$ cat src/rtl/pdm_pkg.sv
package pdm_pkg;

   // Accumulator width: product width plus coefficient width plus growth
   function automatic int acc_width(input int in_w, input int coef_w, input int ntaps);
      return in_w + 1 + coef_w + $clog2(ntaps + 1) + 1;
   endfunction

   // Number of edges during which the slicer output is forced low
   function automatic int fill_edges(input int car_dly, input int ntaps);
      return car_dly + ntaps + 2;
   endfunction

endpackage

$ cat src/rtl/carrier_align.sv
module carrier_align #(
   parameter int CAR_DLY = 4
) (
   input  logic clk,
   input  logic rst,
   input  logic car_i,
   output logic pos_o
);

   generate
      if (CAR_DLY < 0) begin : g_bad
         $error("carrier_align: CAR_DLY must be non-negative");
      end
      if (CAR_DLY == 0) begin : g_direct
         assign pos_o = car_i;
      end else begin : g_shift
         logic [CAR_DLY-1:0] stage_q;
         always_ff @(posedge clk) begin
            if (rst) stage_q <= '0;
            else if (CAR_DLY == 1) stage_q <= car_i;
            else stage_q <= {stage_q[CAR_DLY-2:0], car_i};
         end
         assign pos_o = stage_q[CAR_DLY-1];
      end
   endgenerate

endmodule

$ cat src/rtl/sign_mixer.sv
module sign_mixer #(
   parameter int IN_W = 20
) (
   input  logic                   clk,
   input  logic                   rst,
   input  logic signed [IN_W-1:0] x_i,
   input  logic                   pos_i,
   output logic signed [IN_W:0]   p_o
);

   localparam int PW = IN_W + 1;

   generate
      if (IN_W < 2) begin : g_bad
         $error("sign_mixer: IN_W must be at least 2");
      end
   endgenerate

   logic signed [PW-1:0] x_ext;
   assign x_ext = PW'(x_i);

   always_ff @(posedge clk) begin
      if (rst) p_o <= '0;
      else     p_o <= pos_i ? x_ext : -x_ext;
   end

   logic signed [PW-1:0] p_abs, x_abs_past;
   assign p_abs = p_o[PW-1] ? -p_o : p_o;
   logic signed [PW-1:0] x_abs;
   assign x_abs = x_ext[PW-1] ? -x_ext : x_ext;
   always_ff @(posedge clk) x_abs_past <= x_abs;

   // magnitude survives negation, including full scale
   a_r3_no_overflow: assert property (@(posedge clk) disable iff (rst)
      !$past(rst) |-> (p_abs == x_abs_past) && !p_abs[PW-1]);

   // sign of product follows the bipolar carrier weight
   a_r2_sign_follows: assert property (@(posedge clk) disable iff (rst)
      (!$past(rst) && $past(x_i) > 0) |-> (p_o > 0) == $past(pos_i));

endmodule

$ cat src/rtl/lpf_fir.sv
module lpf_fir #(
   parameter int                     PW     = 21,
   parameter int                     COEF_W = 8,
   parameter int                     NTAPS  = 8,
   parameter logic [NTAPS*COEF_W-1:0] COEFS = '0,
   parameter int                     AW     = 34
) (
   input  logic                 clk,
   input  logic                 rst,
   input  logic signed [PW-1:0] p_i,
   output logic signed [AW-1:0] acc_o
);

   generate
      if (NTAPS < 1) begin : g_bad_taps
         $error("lpf_fir: NTAPS must be at least 1");
      end
      if (AW < PW + COEF_W) begin : g_bad_aw
         $error("lpf_fir: accumulator too narrow");
      end
   endgenerate

   logic signed [PW-1:0] z_q [NTAPS];

   generate
      for (genvar i = 0; i < NTAPS; i++) begin : g_tap
         if (i == 0) begin : g_head
            always_ff @(posedge clk) begin
               if (rst) z_q[0] <= '0;
               else     z_q[0] <= p_i;
            end
         end else begin : g_body
            always_ff @(posedge clk) begin
               if (rst) z_q[i] <= '0;
               else     z_q[i] <= z_q[i-1];
            end
         end
      end
   endgenerate

   logic signed [AW-1:0] sum_c;
   always_comb begin
      sum_c = '0;
      for (int i = 0; i < NTAPS; i++) begin
         sum_c = sum_c + AW'(z_q[i]) * AW'($signed(COEFS[i*COEF_W +: COEF_W]));
      end
   end

   always_ff @(posedge clk) begin
      if (rst) acc_o <= '0;
      else     acc_o <= sum_c;
   end

   logic all_zero;
   always_comb begin
      all_zero = 1'b1;
      for (int i = 0; i < NTAPS; i++) if (z_q[i] != '0) all_zero = 1'b0;
   end

   // an empty delay line yields a zero filter result one edge later
   a_r4_zero_in_zero_out: assert property (@(posedge clk) disable iff (rst)
      $past(all_zero) |-> acc_o == '0);

endmodule

$ cat src/rtl/slicer_hold.sv
module slicer_hold #(
   parameter int AW   = 34,
   parameter int FILL = 14
) (
   input  logic                 clk,
   input  logic                 rst,
   input  logic signed [AW-1:0] acc_i,
   output logic                 bit_o
);

   localparam int CW = $clog2(FILL + 1) + 1;

   generate
      if (FILL < 1) begin : g_bad
         $error("slicer_hold: FILL must be positive");
      end
   endgenerate

   logic [CW-1:0] cnt_q;
   logic          filled;
   assign filled = (cnt_q >= CW'(FILL));

   always_ff @(posedge clk) begin
      if (rst) begin
         cnt_q <= '0;
         bit_o <= 1'b0;
      end else begin
         if (!filled) cnt_q <= cnt_q + 1'b1;
         bit_o <= filled && (acc_i > 0);
      end
   end

   // output stays low while the pipeline fills
   a_r6_quiet_fill: assert property (@(posedge clk) disable iff (rst)
      !filled |=> !bit_o);

   // a non-positive filter result never produces a high output
   a_r5_nonpos_low: assert property (@(posedge clk) disable iff (rst)
      (acc_i <= 0) |=> !bit_o);

   // the fill counter never runs backwards after reset
   a_r6_count_mono: assert property (@(posedge clk) disable iff (rst)
      !$past(rst) |-> cnt_q >= $past(cnt_q));

endmodule

$ cat src/rtl/phase_length_demod.sv
module phase_length_demod #(
   parameter int                     IN_W    = 20,
   parameter int                     COEF_W  = 8,
   parameter int                     NTAPS   = 8,
   parameter int                     CAR_DLY = 4,
   parameter logic [NTAPS*COEF_W-1:0] COEFS  =
      {8'sd1, 8'sd2, 8'sd3, 8'sd4, 8'sd4, 8'sd3, 8'sd2, 8'sd1}
) (
   input  logic                   clk,
   input  logic                   rst,
   input  logic signed [IN_W-1:0] sample_i,
   input  logic                   carrier_i,
   output logic                   length_o
);

   localparam int PW   = IN_W + 1;
   localparam int AW   = pdm_pkg::acc_width(IN_W, COEF_W, NTAPS);
   localparam int FILL = pdm_pkg::fill_edges(CAR_DLY, NTAPS);

   generate
      if (COEF_W < 2) begin : g_bad_coef
         $error("phase_length_demod: COEF_W must be at least 2");
      end
   endgenerate

   logic                 pos_w;
   logic signed [PW-1:0] prod_w;
   logic signed [AW-1:0] acc_w;

   carrier_align #(.CAR_DLY(CAR_DLY)) u_align (
      .clk(clk), .rst(rst), .car_i(carrier_i), .pos_o(pos_w));

   sign_mixer #(.IN_W(IN_W)) u_mix (
      .clk(clk), .rst(rst), .x_i(sample_i), .pos_i(pos_w), .p_o(prod_w));

   lpf_fir #(.PW(PW), .COEF_W(COEF_W), .NTAPS(NTAPS), .COEFS(COEFS), .AW(AW)) u_fir (
      .clk(clk), .rst(rst), .p_i(prod_w), .acc_o(acc_w));

   slicer_hold #(.AW(AW), .FILL(FILL)) u_slice (
      .clk(clk), .rst(rst), .acc_i(acc_w), .bit_o(length_o));

   // output low on the first edge after reset release
   a_r1_reset_low: assert property (@(posedge clk) $past(rst) |-> !length_o);

   // a rising output requires a positive filter result one edge before
   a_r5_rise_positive: assert property (@(posedge clk) disable iff (rst)
      $rose(length_o) |-> $past(acc_w) > 0);

endmodule

$ cat config.mk
export PLATFORM = sky130hd
export DESIGN_NAME = phase_length_demod
export DESIGN_NICKNAME = d
export VERILOG_FILES = /design/src/rtl/pdm_pkg.sv /design/src/rtl/carrier_align.sv /design/src/rtl/sign_mixer.sv /design/src/rtl/lpf_fir.sv /design/src/rtl/slicer_hold.sv /design/src/rtl/phase_length_demod.sv
export SDC_FILE = /design/constraint.sdc
export NUM_CORES = 1
export LEC_CHECK = 0
export ABC_AREA = 1
export BUFFER_PORTS_ARGS = -buffer_cell sky130_fd_sc_hd__buf_4
export CAP_MARGIN = 40
export CORE_MARGIN = 10
export CORE_UTILIZATION = 40
export DETAILED_ROUTE_END_ITERATION = 12
export PLACE_DENSITY = 0.63
export SLEW_MARGIN = 40
export SYNTH_ARGS = -nofsm -noshare
export SYNTH_HDL_FRONTEND = slang
export SYNTH_SLANG_ARGS = --single-unit
export TNS_END_PERCENT = 20
$ cat constraint.sdc
create_clock -name clk -period 13.5 [get_ports clk]
set_input_delay 3.375 -clock clk [delete_from_list [all_inputs] [get_ports clk]]
set_output_delay 3.375 -clock clk [all_outputs]
set_load 0.02 [all_outputs]
==> metrics.cfg <==
[placed_design]
dp_hpwl_microns=32980
place_ws_ns=7.716
gp_congestion=0.8848
io_buffers=23

[global_route]
grt_busiest_layer=met2
grt_pass1_vias=12940
track_usage_pct=17.02
grt_max_degree=64
grt_util_met3_pct=2.173
use_met2_pct=29.07
antenna_found_initial=0
grt-ovfl-total=0
met1_usage_pct=21.86
grt_pass1_wl_microns=66050

[setup_path]
r2r_slack_ns=7.65
reg2reg_to=u_fir.acc_o[28]
worst-setup-path-type=reg -> reg
crit_path_start=u_fir.z_q[2][1]
cp_max_fo=4
cp_data_required_time_ns=13.90
worstPathArrival_ns=6.25
worst_setup_path_end_kind=register
r2r-start=u_fir.z_q[2][1]
r2r_cells=24
start_kind=register
crit_end=u_fir.acc_o[28]

[logic_synthesis]
yosysMostFrequentCell=inv_1
synth.distinct_cells=39
ys_seq_elements=233
synth_common_cells=inv_1, nand2_1, nor2_1
synthCells=2157
syn_nets=2432
yosys_warnings=0
synth_ff_type=dfxtp_1
synth_area_sq_mm=0.01584
yosys.area.top_type=dfxtp_1
syn_area_per_cell_sq_um=7.344
synthArstFlopShare_pct=0
synth_edf_count=0
ys_seq_area_share_pct=29.44
synth_top_area_share_pct=29.44
synthTopCellsByArea=dfxtp_1, fa_1, inv_1

[power]
p_per_area_mw_per_mm2=95.93
power.leakage_uw=0.008873
vdd_drop_max_mv=0.1033

[timing]
final.min_clock_period_ns=5.852
rsz0062_at_grt=false
relSlewSlack_pct=51.22
clock.fmax_ghz=0.1709
fin_ws_ns=7.648
final-setup-viol-count=0
hold_viol=0
finalSetupTns_ns=0
slew_viol_final=0
tightest_slew_ns=0.7285
fin_crit_sh_pct=43.34
clock_skew_ns=0.01525

[floorplan]
core_sq_mm=0.03892
rows=72
boundaryPins=24
die-area_sq_mm=0.04796
die_x_microns=219.0
start_util_pct=40.71
die-height_microns=219.0

[layout]
fillerInstances=4002
drive_above_1_share_pct=4.719
regArea_sq_mm=0.004664
layout.nets=2460
multi_input_comb_area_sq_mm=0.009166
n_antenna_cell=0
area_growth_pct=10.44

[clock_tree]
hold_buffers=0
clk_pin_slew_ns=0.06
cts_resized=0
cts_max_path_buffers=3
clk_latency_ns=0.55
cts_sinks=233
cts_tree=done
clockRootBuffer=clkbuf_16
numCtsBuffers=27
cts_htree_levels=1
cts_setup_buffers=0

[detailed_routing]
drtIter0Drc=747
routedWlPerCell_microns=14.66
vias=12790
routed_wl_microns=39910
viasPerCell=4.699
drc=0
antenna_left=0
firstDrtPassIters=7

[run]
cap_violations=0

[run_status]
status=finished clean

[worst_hold_path]
min_path_type=reg -> reg

how the worst min path moves through the flow:
stage / start / endpoint / slack (ns) / cells after the start
3_5_place_dp: u_mix.p_o[19] / u_fir.z_q[0][19] / 0.39 / 2
3_3_place_gp: u_mix.p_o[12] / u_fir.z_q[0][12] / 0.39 / 2
2_1_floorplan: u_align.g_shift.stage_q[0] / u_align.g_shift.stage_q[1] / 0.39 / 2
6_report: u_mix.p_o[16] / u_fir.z_q[0][16] / 0.40 / 2
5_1_grt: u_mix.p_o[18] / u_fir.z_q[0][18] / 0.41 / 2
4_1_cts: u_mix.p_o[19] / u_fir.z_q[0][19] / 0.40 / 2
final cells by class:
| cell class | instances | share of cell area (%) |
|---|---|---|
| inverters | 502 | 10.77 |
| clock buffers | 33 | 4.219 |
| repair buffers | 26 | 1.137 |
| flip-flops and latches | 233 | 26.66 |
| multi-input cells | 1395 | 52.39 |
| clock inverters | 15 | 1.116 |
| well taps | 518 | 3.705 |
where the power goes:
part           leakage, uW  total, uW  switching, uW  internal [uW]
Sequential         0.00190        719           9.96            709
Clock             0.000463        773            307            466
Combinational      0.00651        187            120           66.1
Total              0.00887       1680            437           1240
routing by layer:
layer / part of all wire, % / vias to the layer above
li1: - / 6566
met1: 47 / 5926
met2: 46 / 239
met3: 4.0 / 60
met4: 3.3 / 0
met5: 0 / -
cells in the final DEF (no fill, tap or decap), types with 2 or more instances in the layout:
master	netlist	layout
inv_1	501	500
nand2_1	421	421
nor2_1	325	325
dfxtp_1	233	233
ha_1	130	130
a21oi_1	124	124
fa_1	122	122
nand3_1	79	79
o21ai_0	56	56
nand4_1	27	27
clkbuf_16	0	27
buf_4	2	25
xor2_1	22	22
xnor2_1	16	16
nand2_2	15	15
nor4_1	9	9
nor2_2	8	8
nor3_1	7	7
o21bai_1	6	6
a21o_1	6	6
clkinv_2	0	6
bufinv_16	0	4
clkbuf_8	0	4
and3_1	3	3
nand3_2	3	3
and2_1	2	2
nand3b_1	2	2
inv_6	0	2
clkbuf_1	6	2
critical path: stages, from the launching register on:
cell and delay [ns]:
dfxtp_1 0.32, ha_1 0.30, ha_1 0.23, fa_1 0.47, nand3_1 0.12, nand2_1 0.15
nand2_1 0.11, nand2_1 0.13, nand3_1 0.15, a21o_1 0.12, nand2_1 0.07, fa_1 0.57
inv_1 0.07, fa_1 0.50, fa_1 0.53, fa_1 0.54, inv_1 0.06, ha_1 0.39
nand2_1 0.14, nor2_1 0.24, nand2_1 0.14, nor2_1 0.10, nand2_1 0.06, nand3_1 0.11
a21oi_1 0.08
registers in the layout, indices dropped and copies added (netlist names):
| name | flops |
|---|---|
| u_slice.cnt_q | 5 |
| u_fir.acc_o | 34 |
| u_slice.bit_o | 1 |
| u_align.g_shift.stage_q | 4 |
| u_mix.p_o | 21 |
| u_fir.z_q | 168 |
stage by stage:
stage	std cells	hold WS (ns)	power, uW	utilization (%)	instance area (sq um)
global placement	2674	0.3921	919.5	42.56	16560
finish	2722	0.3983	1678	44.96	17500
floorplan	2157	0.3883	864.7	-	15840
CTS	2722	0.4011	1697	44.96	17500
detailed placement	2674	0.3928	922.7	42.56	16560
global route	2722	0.4111	1755	44.96	17500
cell families (layout without fill, tap and decap cells):
| kind of cell | after synthesis | count (layout) | share of synthesized area (%) |
|---|---|---|---|
| xor+xnor | 38 | 38 | 2.101 |
| fa+ha+maj | 252 | 252 | 25.69 |
| flops | 233 | 233 | 29.44 |
| simple gates | 905 | 905 | 23.42 |
| compound gates | 200 | 200 | 6.658 |
| buf+inv | 529 | 576 | 12.69 |
Power figures use the tool's default switching activity.
